--- config.mk ---
export PLATFORM = sky130hd
export DESIGN_NAME = cmd_serial_regs
export DESIGN_NICKNAME = d
export VERILOG_FILES = /design/src/rtl/csr_pkg.sv /design/src/rtl/csr_pin_sync.sv /design/src/rtl/csr_seq.sv /design/src/rtl/csr_regbank.sv /design/src/rtl/cmd_serial_regs.sv
export SDC_FILE = /design/constraint.sdc
export NUM_CORES = 1
export LEC_CHECK = 0
export CAP_MARGIN = 20
export CORE_MARGIN = 8
export CORE_UTILIZATION = 39
export CTS_CLUSTER_SIZE = 24
export DETAILED_ROUTE_END_ITERATION = 6
export DONT_BUFFER_PORTS = 1
export SKIP_CTS_REPAIR_TIMING = 1
export SLEW_MARGIN = 20
export SYNTH_ARGS = -nofsm -noshare
export SYNTH_HDL_FRONTEND = slang
export SYNTH_SLANG_ARGS = --single-unit
--- constraint.sdc ---
create_clock -name clk -period 3.89 [get_ports clk]
set_clock_uncertainty 0.2 [all_clocks]
set_input_delay 0.5835 -clock clk [delete_from_list [all_inputs] [get_ports clk]]
set_output_delay 0.5835 -clock clk [all_outputs]
set_load 0.01 [all_outputs]
--- src/rtl/csr_pkg.sv ---
package csr_pkg;
    parameter int REG_W  = 8;
    parameter int DATA_W = 16;
    parameter int CAL_W  = 24;
    parameter int ADDR_W = 3;
    parameter int CNT_W  = $clog2(CAL_W + 1);

    localparam logic [ADDR_W-1:0] A_CMD   = 3'd0;
    localparam logic [ADDR_W-1:0] A_SETUP = 3'd1;
    localparam logic [ADDR_W-1:0] A_CLOCK = 3'd2;
    localparam logic [ADDR_W-1:0] A_DATA  = 3'd3;
    localparam logic [ADDR_W-1:0] A_OFFS  = 3'd4;
    localparam logic [ADDR_W-1:0] A_GAIN  = 3'd5;

    typedef enum logic [1:0] {
        ST_CMD = 2'd0,
        ST_WR  = 2'd1,
        ST_RD  = 2'd2
    } seq_state_e;

    function automatic logic [CNT_W-1:0] acc_bits(input logic [ADDR_W-1:0] a);
        case (a)
            A_DATA:         acc_bits = CNT_W'(DATA_W);
            A_OFFS, A_GAIN: acc_bits = CNT_W'(CAL_W);
            default:        acc_bits = CNT_W'(REG_W);
        endcase
    endfunction
endpackage

--- src/rtl/csr_pin_sync.sv ---
module csr_pin_sync #(
    parameter int           WIDTH   = 3,
    parameter int           STAGES  = 2,
    parameter logic [WIDTH-1:0] RST_VAL = '0
) (
    input  logic             clk,
    input  logic             rst_n,
    input  logic [WIDTH-1:0] pin_i,
    output logic [WIDTH-1:0] pin_o
);
    for (genvar b = 0; b < WIDTH; b++) begin : g_bit
        logic [STAGES-1:0] chain_q;
        always_ff @(posedge clk or negedge rst_n) begin
            if (!rst_n) chain_q <= {STAGES{RST_VAL[b]}};
            else        chain_q <= {chain_q[STAGES-2:0], pin_i[b]};
        end
        assign pin_o[b] = chain_q[STAGES-1];
    end
endmodule

--- src/rtl/csr_seq.sv ---
module csr_seq
    import csr_pkg::*;
(
    input  logic              clk,
    input  logic              rst_n,
    input  logic              cs_n_s,
    input  logic              sclk_s,
    input  logic              din_s,
    input  logic [CAL_W-1:0]  rd_val,
    output logic [REG_W-1:0]  peek_byte,
    output logic              cmd_load,
    output logic              wr_en,
    output logic              rd_done,
    output logic [ADDR_W-1:0] acc_addr,
    output logic [CAL_W-1:0]  wr_data,
    output logic              dout
);
    typedef struct packed {
        seq_state_e        state;
        logic [CNT_W-1:0]  cnt;
        logic [CNT_W-1:0]  len;
        logic [ADDR_W-1:0] addr;
        logic [CAL_W-1:0]  sr;
        logic [CAL_W-1:0]  out;
        logic              dout;
        logic              sclk_prev;
    } seq_t;

    seq_t q, d;
    logic rise, fall;
    logic [ADDR_W-1:0] new_addr;
    logic [CNT_W-1:0]  new_len;

    assign rise      = sclk_s & ~q.sclk_prev;
    assign fall      = ~sclk_s & q.sclk_prev;
    assign peek_byte = {q.sr[REG_W-2:0], din_s};
    assign new_addr  = peek_byte[6:4];
    assign new_len   = acc_bits(new_addr);

    always_comb begin
        d           = q;
        d.sclk_prev = sclk_s;
        cmd_load    = 1'b0;
        wr_en       = 1'b0;
        rd_done     = 1'b0;
        if (cs_n_s) begin
            d.state = ST_CMD;
            d.cnt   = '0;
            d.dout  = 1'b0;
        end else if (rise) begin
            d.sr  = {q.sr[CAL_W-2:0], din_s};
            d.cnt = q.cnt + 1'b1;
            case (q.state)
                ST_CMD: begin
                    if (q.cnt == CNT_W'(REG_W - 1)) begin
                        d.cnt = '0;
                        if (!peek_byte[7]) begin
                            cmd_load = 1'b1;
                            d.addr   = new_addr;
                            d.len    = new_len;
                            if (peek_byte[3]) begin
                                d.state = ST_RD;
                                d.out   = rd_val << (CNT_W'(CAL_W) - new_len);
                            end else if (new_addr != A_CMD) begin
                                d.state = ST_WR;
                            end
                        end
                    end
                end
                ST_WR: begin
                    if (q.cnt == q.len - 1'b1) begin
                        wr_en   = 1'b1;
                        d.state = ST_CMD;
                        d.cnt   = '0;
                    end
                end
                default: begin
                    if (q.cnt == q.len - 1'b1) begin
                        rd_done = 1'b1;
                        d.state = ST_CMD;
                        d.cnt   = '0;
                        d.dout  = 1'b0;
                    end
                end
            endcase
        end else if (fall && q.state == ST_RD) begin
            d.dout = q.out[CAL_W-1];
            d.out  = {q.out[CAL_W-2:0], 1'b0};
        end
    end

    always_ff @(posedge clk or negedge rst_n) begin
        if (!rst_n) begin
            q.state     <= ST_CMD;
            q.cnt       <= '0;
            q.len       <= CNT_W'(REG_W);
            q.addr      <= A_CMD;
            q.sr        <= '0;
            q.out       <= '0;
            q.dout      <= 1'b0;
            q.sclk_prev <= 1'b1;
        end else begin
            q <= d;
        end
    end

    assign acc_addr = q.addr;
    assign wr_data  = {q.sr[CAL_W-2:0], din_s};
    assign dout     = q.dout;

    AST_CS_ABORT: assert property (@(posedge clk) disable iff (!rst_n)
        cs_n_s |=> (q.state == ST_CMD && q.cnt == '0));
    AST_DOUT_QUIET: assert property (@(posedge clk) disable iff (!rst_n)
        (q.state != ST_RD) |-> !dout);
    AST_WR_IN_PHASE: assert property (@(posedge clk) disable iff (!rst_n)
        wr_en |-> (q.state == ST_WR && !cs_n_s));
    AST_REJECT_BYTE: assert property (@(posedge clk) disable iff (!rst_n)
        cmd_load |-> (q.state == ST_CMD && !peek_byte[7]));
    AST_CNT_BOUND: assert property (@(posedge clk) disable iff (!rst_n)
        q.cnt < CNT_W'(CAL_W));
endmodule

--- src/rtl/csr_regbank.sv ---
module csr_regbank
    import csr_pkg::*;
#(
    parameter logic [REG_W-1:0] SETUP_RST = 8'h01,
    parameter logic [REG_W-1:0] CLOCK_RST = 8'h05,
    parameter logic [CAL_W-1:0] OFFS_RST  = 24'h800000,
    parameter logic [CAL_W-1:0] GAIN_RST  = 24'h400000
) (
    input  logic              clk,
    input  logic              rst_n,
    input  logic [REG_W-1:0]  peek_byte,
    input  logic              cmd_load,
    input  logic              wr_en,
    input  logic              rd_done,
    input  logic [ADDR_W-1:0] acc_addr,
    input  logic [CAL_W-1:0]  wr_data,
    input  logic [DATA_W-1:0] result,
    input  logic              result_load,
    output logic [CAL_W-1:0]  rd_val,
    output logic              drdy_n,
    output logic [1:0]        chan,
    output logic              standby
);
    typedef struct packed {
        logic [1:0]        chan;
        logic              stby;
        logic [REG_W-1:0]  setup;
        logic [REG_W-1:0]  clock;
        logic [DATA_W-1:0] data;
        logic [CAL_W-1:0]  offs;
        logic [CAL_W-1:0]  gain;
        logic              drdy_n;
    } bank_t;

    bank_t q, d;

    always_comb begin
        d = q;
        if (cmd_load) begin
            d.chan = peek_byte[1:0];
            d.stby = peek_byte[2];
        end
        if (wr_en) begin
            case (acc_addr)
                A_SETUP: d.setup = wr_data[REG_W-1:0];
                A_CLOCK: d.clock = wr_data[REG_W-1:0];
                A_OFFS:  d.offs  = wr_data;
                A_GAIN:  d.gain  = wr_data;
                default: ;
            endcase
        end
        if (rd_done && acc_addr == A_DATA) d.drdy_n = 1'b1;
        if (result_load) begin
            d.data   = result;
            d.drdy_n = 1'b0;
        end
    end

    always_comb begin
        case (peek_byte[6:4])
            A_CMD:   rd_val = CAL_W'({q.drdy_n, peek_byte[6:0]});
            A_SETUP: rd_val = CAL_W'(q.setup);
            A_CLOCK: rd_val = CAL_W'(q.clock);
            A_DATA:  rd_val = CAL_W'(q.data);
            A_OFFS:  rd_val = q.offs;
            A_GAIN:  rd_val = q.gain;
            default: rd_val = '0;
        endcase
    end

    always_ff @(posedge clk or negedge rst_n) begin
        if (!rst_n) begin
            q.chan   <= 2'd0;
            q.stby   <= 1'b0;
            q.setup  <= SETUP_RST;
            q.clock  <= CLOCK_RST;
            q.data   <= '0;
            q.offs   <= OFFS_RST;
            q.gain   <= GAIN_RST;
            q.drdy_n <= 1'b1;
        end else begin
            q <= d;
        end
    end

    assign drdy_n  = q.drdy_n;
    assign chan    = q.chan;
    assign standby = q.stby;

    AST_DATA_RO: assert property (@(posedge clk) disable iff (!rst_n)
        (wr_en && acc_addr == A_DATA && !result_load) |=> $stable(q.data));
    AST_LOAD_READY: assert property (@(posedge clk) disable iff (!rst_n)
        result_load |=> !drdy_n);
endmodule

--- src/rtl/cmd_serial_regs.sv ---
module cmd_serial_regs
    import csr_pkg::*;
#(
    parameter int SYNC_STAGES = 2
) (
    input  logic              clk,
    input  logic              rst_n,
    input  logic              cs_n,
    input  logic              sclk,
    input  logic              din,
    output logic              dout,
    input  logic [DATA_W-1:0] result,
    input  logic              result_load,
    output logic              drdy_n,
    output logic [1:0]        chan,
    output logic              standby
);
    logic [2:0]        pins_s;
    logic [REG_W-1:0]  peek_byte;
    logic              cmd_load, wr_en, rd_done;
    logic [ADDR_W-1:0] acc_addr;
    logic [CAL_W-1:0]  wr_data, rd_val;

    csr_pin_sync #(.WIDTH(3), .STAGES(SYNC_STAGES), .RST_VAL(3'b110)) i_sync (
        .clk(clk), .rst_n(rst_n), .pin_i({cs_n, sclk, din}), .pin_o(pins_s)
    );

    csr_seq i_seq (
        .clk(clk), .rst_n(rst_n),
        .cs_n_s(pins_s[2]), .sclk_s(pins_s[1]), .din_s(pins_s[0]),
        .rd_val(rd_val), .peek_byte(peek_byte), .cmd_load(cmd_load),
        .wr_en(wr_en), .rd_done(rd_done), .acc_addr(acc_addr),
        .wr_data(wr_data), .dout(dout)
    );

    csr_regbank i_bank (
        .clk(clk), .rst_n(rst_n), .peek_byte(peek_byte), .cmd_load(cmd_load),
        .wr_en(wr_en), .rd_done(rd_done), .acc_addr(acc_addr), .wr_data(wr_data),
        .result(result), .result_load(result_load), .rd_val(rd_val),
        .drdy_n(drdy_n), .chan(chan), .standby(standby)
    );
endmodule

== Word level (Yosys, flattened, before mapping) ==
Cells that the tools add are included.

* Register bits: 155
* Input port bits: 22
* Output and inout bits: 5
* Word-level logic and storage cells: 108

* Add/subtract/negate cells: 3
* Equality and inequality tests: 23
* Shift-type cells: 1
* Muxes and demuxes: 35
* Bitwise gates (word level): 6
* Reductions and logical operators: 21

{| class="wikitable"
|+ Operators with widths
! operator !! number
|-
| 24-bit case mux with 6 select lines || 1
|-
| 24-bit 2-to-1 mux || 4
|-
| 25-bit 2-to-1 mux || 2
|-
| 39-bit 2-to-1 mux || 1
|-
| 24-bit by 5-bit left shift with 24-bit output || 1
|-
| 7-bit 2-to-1 mux || 3
|-
| 1-bit 2-to-1 mux || 17
|-
| 8-bit 2-to-1 mux || 2
|-
| 15-bit 2-to-1 mux || 1
|-
| 3-bit by 2-bit == test with 1-bit output, second input constant || 4
|-
| 3-bit == test, second input constant || 4
|-
| 5-bit case mux with 2 select lines || 1
|-
| 2-bit AND reduction || 5
|-
| 5-bit AND reduction || 2
|-
| 3-bit != test, second input constant || 3
|-
| 3-bit nonzero test || 3
|-
| 3-bit by 1-bit == test with 1-bit output, second input constant || 2
|-
| 2-bit 2-to-1 mux || 3
|-
| 2-bit != test, second input constant || 3
|-
| 6-bit AND reduction || 1
|-
| 2-bit nonzero test || 3
|-
| 5-bit by 1-bit adder with 5-bit output, second input constant || 1
|-
| 5-bit by 3-bit == test with 1-bit output, second input constant || 1
|-
| 5-bit == test || 1
|-
| other kinds (14) || 20
|}

== Logic depth before layout (Yosys ltp) ==
* Word-level depth: 11
* Depth in mapped cells: 8
* Depth with buffers taken out: 6

== Modules after synthesis ==
From an unflattened synthesis, not the netlist that was laid out.

* Cell total of the unflattened synthesis: 585
* Area total of the unflattened synthesis: 7470.9 um^2

{| class="wikitable"
|+ By module, submodules not included
! module !! times used !! cells each !! area an instance (um^2) !! seq. area each (um^2)
|-
| csr_regbank || 1 || 282 || 3948.8 || 2109.5
|-
| csr_seq || 1 || 294 || 3344.5 || 1529.0
|-
| csr_pin_sync || 1 || 9 || 177.7 || 155.1
|}

== Worst setup path after synthesis ==
No wires, ideal clock.

* Path type: register to register
* Start point: register i_sync.g_bit[1].chain_q[1]
* End point: register i_bank.q[38] (netlist name)
* Setup time: 125 ps
* Arrival: 2108 ps
* Required time: 3565 ps
* Path slack: 1458 ps
* Stages on the path, launching flop included: 8
* Path buffers: 2
* Period minus slack after synthesis: 2432 ps
* Path through: dfstp_2 nand2b_1 buf_2 nor2_1 nand2_1 nor4_4 buf_4 mux2_2

* Cells in the longest elaborated chain, start to end: 4

{| class="wikitable"
|+ RTL lines
! item !! RTL line !! text
|-
| start, declared || csr_pin_sync.sv:12 || <nowiki>logic [STAGES-1:0] chain_q;</nowiki>
|-
| start signal, assigned || csr_pin_sync.sv:14 || <nowiki>if (!rst_n) chain_q <= {STAGES{RST_VAL[b]}};</nowiki>
|-
| start signal, assigned || csr_pin_sync.sv:15 || <nowiki>else chain_q <= {chain_q[STAGES-2:0], pin_i[b]};</nowiki>
|-
| 1-bit AND || csr_seq.sv:34 || <nowiki>assign rise = sclk_s & ~q.sclk_prev;</nowiki>
|-
| 1-bit 2-to-1 mux || csr_seq.sv:50 || <nowiki>end else if (rise) begin</nowiki>
|-
| 1-bit 2-to-1 mux || csr_seq.sv:46 || <nowiki>if (cs_n_s) begin</nowiki>
|-
| 2-bit AND reduction (no source line) || n/a ||
|-
| end, declared || csr_regbank.sv:35 || <nowiki>bank_t q, d;</nowiki>
|}

No other way between the ends.
A chain may end at the register's enable or synchronous reset.

== Worst setup path after layout ==
* Start point: register i_sync.g_bit[1].chain_q[1]
* End point: register i_seq.q[25] (netlist name)

* Cells in the longest elaborated chain, start to end: 5
* Elaborated cells on any way between the ends: 11
* Those cells by class: eq/ne: 4; mux: 1; bitwise: 3; reduce/logical: 3

{| class="wikitable"
|+ RTL lines
! item !! RTL line !! text
|-
| 1-bit NOT || csr_seq.sv:35 || <nowiki>assign fall = ~sclk_s & q.sclk_prev;</nowiki>
|-
| 1-bit AND || csr_seq.sv:35 ||
|-
| 1-bit logical AND || csr_seq.sv:86 || <nowiki>end else if (fall && q.state == ST_RD) begin</nowiki>
|-
| 2-bit nonzero test (no source line) || n/a ||
|-
| 6-bit AND reduction (no source line) || n/a ||
|-
| end, declared || csr_seq.sv:29 || <nowiki>seq_t q, d;</nowiki>
|}

Parallel ways exist; a longest one is shown, timed or not.

==> impl_metrics.csv <==
group,metric,value,unit
critical_path,cp.arrival,2.99,ns
floorplanning,die_w,148,um
pwr,pwr-share-clk,39.2,%
critical_path,path_common_cell,"buf_4",
pwr,power_frac_seq,45.0,%
pwr,powerDensity,543,nW/um^2
detailed_routing,wl_per_cell,19.8,um
critical_path,crit_path_start_kind,"flop",
detailed_routing,via_count,4367,
global_route,grt-ovfl-total,0,
synth,synth-seq-area-share,55.7,%
detailed_routing,drc,0,
global_route,grt_pass1_vias,4576,
critical_path,path_cells,"or3b_2, a211oi_2, buf_4, a21boi_1, buf_4, o2111ai_1, o221a_2",
global_route,busiest_layer,"met2",
pwr,swShare,29.4,%
critical_path,path_max_fanout,11,
cts,htree_levels,4,
synth,syn_inst,541,
detailed_routing,drt_wl_total,15.4,mm
global_route,grt_max_degree,152,
layout,final_common_cell,"dfrtp_1",
layout,design_area,7650,sq um
pwr,power.switching,1.22,mW
global_route,antenna_found_initial,0,
layout,layout-drive-gt1-share,33.1,%
floorplanning,dieArea,21900,sq um
sta,layout_setup_ws,1.01,ns
critical_path,required,4.01,ns
detailed_routing,drt-initial-drc-count,475,
sta,worst_pin_slew,0.893,ns
synth,yosysWarningCount,0,
sta,min_period_over_period,74.0,%
synth,synth_flop_cell,"dfrtp_1",
sta,final-hold-violation-count,151,
floorplanning,core-area,17200,sq um
floorplanning,num_rows,48,
placement,gp_congestion,0.885,
detailed_routing,firstDrtPassIters,4,
detailed_routing,viasPerCell,5.61,
synth,postSynthAreaPerCell,12.6,sq um
floorplanning,start_util,39.6,%
critical_path,crit_path_max_incr_delay,0.58,ns
sta,finalSetupViolCount,0,
status,violations,"negative hold slack",
placement,hpwl,10.3,mm
synth,synth-edff-count,0,
placement,place_area,7020,sq um
min_path,hold_class,"input port to async pin",
floorplanning,ioPinCount,27,
cts,cts.clk_slew.worst_paths,0.06,ns
sta,grt_setup_unrepaired,"false",
job,maxCapViolCount,0,
cts,cts_buffers,17,
layout,syn2layout_area_growth,12.3,%
cts,worst_skew_pair.late_latency,0.43,ns
layout,fin_cells,778,
critical_path,path_class,"flop to flop",
pwr,p_leak,3.39,nW
cts,clock_sinks,151,
global_route,grtUsageMet2,23.2,%
synth,synth-seq-cells,151,
pwr,internal_power,2.93,mW
global_route,grt_usage,15.0,%
global_route,met1_usage,19.4,%
synth,synth_fp_nets,564,
sta,max_freq,0.348,GHz
floorplanning,dieHeight,148,um
sta,setup_tns,0,ns
critical_path,crit_path_end_kind,"flop",
sta,relSlewSlack,40.1,%
synth,async_reset_ff_share,100,%
pwr,comb_power_share,15.8,%
sta,slew_violations,0,
critical_path,critPathSlowestCell,"a21boi_1",
synth,synth.distinct_cells,57,
sta,fin_hold_ws,-0.344,ns
sta,min_period,2.88,ns
pwr,power,4.15,mW
cts,cts_tree,"built",
placement,dp_cells,743,
synth,synth.cell_area,6810,sq um
cts,root_buffer,"clkbuf_16",
placement,post-place-ws,1.09,ns
global_route,grt_util_met3,3.49,%
status,outcome,"complete, but fails checks",
layout,fin_util,44.5,%
layout,diodes,0,
detailed_routing,ant_nets,0,
global_route,grt_pass1_wl,25.5,mm
pwr,vdd_ir_drop_max,0.370,mV
cts,clk_path_buf_depth,2,
layout,fin_nets,564,
placement,portBuffers,0,
layout,final_cell_mix,"dfrtp_1, mux2_2, nand2_1",
==> worst paths after layout <==
| check | from | slack (ns) | cells past startpoint | to |
|---|---|---|---|---|
| worst min register to register | i_sync.g_bit[0].chain_q[0]$_DFF_PN0_ | 0.15 | 0 | i_sync.g_bit[0].chain_q[1]$_DFF_PN0_ |
| worst max register to register | i_sync.g_bit[1].chain_q[1]$_DFF_PN1_ | 1.01 | 7 | i_seq.q[25]$_DFFE_PN0P_ |
| worst min-delay path | rst_n | -0.34 | 0 | i_bank.q[2]$_DFFE_PN0P_ |
| min in group clk | result_load | 0.06 | 1 | i_bank.q[49]$_DFFE_PN0P_ |
| worst max-delay path | i_sync.g_bit[1].chain_q[1]$_DFF_PN1_ | 1.01 | 7 | i_seq.q[25]$_DFFE_PN0P_ |
| max in group asynchronous | rst_n | 3.49 | 0 | i_sync.g_bit[2].chain_q[1]$_DFF_PN1_ |
==> layer usage <==
metal  vias up  routed length (um)
met5         -                   0
met4         0                 456
met3        34                 722
met2       109                7320
met1      2234                6910
li1       1990                   -
==> cell type report <==
cell class / count / area (sq um)
clock buffers: 18 / 439
clock inverters: 13 / 148
fillers: 1623 / 9530
inverters: 7 / 26.3
multi-input cells: 344 / 2800
flip-flops and latches: 151 / 3790
well taps: 225 / 282
repair buffers: 20 / 160
==> Yosys cell counts (all sizes together) (3+ instances only) <==
library cell	instances	area, sq um
dfstp	12	315
a22o	17	149
inv	7	26.3
mux2	113	1270
a22oi	8	60.1
nor2	25	93.8
a221oi	7	61.3
o211ai	5	37.5
nor4	3	48.8
mux2i	10	100
nor3	3	20.0
a31oi	6	37.5
o21ai	25	125
a221o	6	60.1
o22a	3	26.3
dfrtp	139	3480
nand2	36	135
nand3	9	45.0
a21oi	12	60.1
a21o	3	22.5
clkbuf	24	90.1
nor2b	4	25.0
nand2b	8	50.1
nand3b	4	30.0
buf	15	105
==> flip-flops by register name, summed over array words and instances, names as in the netlist <==
register / count
i_seq.acc_addr: 3
i_seq.wr_data: 16
i_sync.g_bit.chain_q: 6
i_seq.dout: 1
i_seq.peek_byte: 7
i_bank.standby: 1
i_bank.drdy_n: 1
i_bank.q: 80
i_seq.q: 34
i_bank.chan: 2
==> cells by family (layout without fill, tap and decap cells) <==
family	after synthesis	count (layout)	share of synthesized area, %
buf+inv	46	58	3.25
flops	151	151	55.7
mux	124	124	20.5
xor+xnor	3	3	0.386
simple gates	105	105	8.12
fa+ha+maj	1	1	0.184
compound gates	111	111	11.8
==> power groups by stage <==
| stage | Combinational, mW | Clock, mW | Sequential [mW] |
|---|---|---|---|
| after global placement | 0.631 | 0 | 1.89 |
| after detailed placement | 0.642 | 0 | 1.90 |
| after CTS | 0.645 | 1.65 | 1.87 |
| final | 0.655 | 1.63 | 1.87 |
| after global routing | 0.709 | 1.72 | 1.89 |
| after floorplan | 0.518 | 0 | 1.78 |
==> critical path: cells and delay by family (launching register included) <==
family                 cells  cell delay [ns]
and+or+nand+nor            1             0.46
DFF                        1             0.57
AOI/OAI and AO/OA          4             1.04
buffers and inverters      2             0.50
Note: power is estimated with default switching activity, not from simulation.
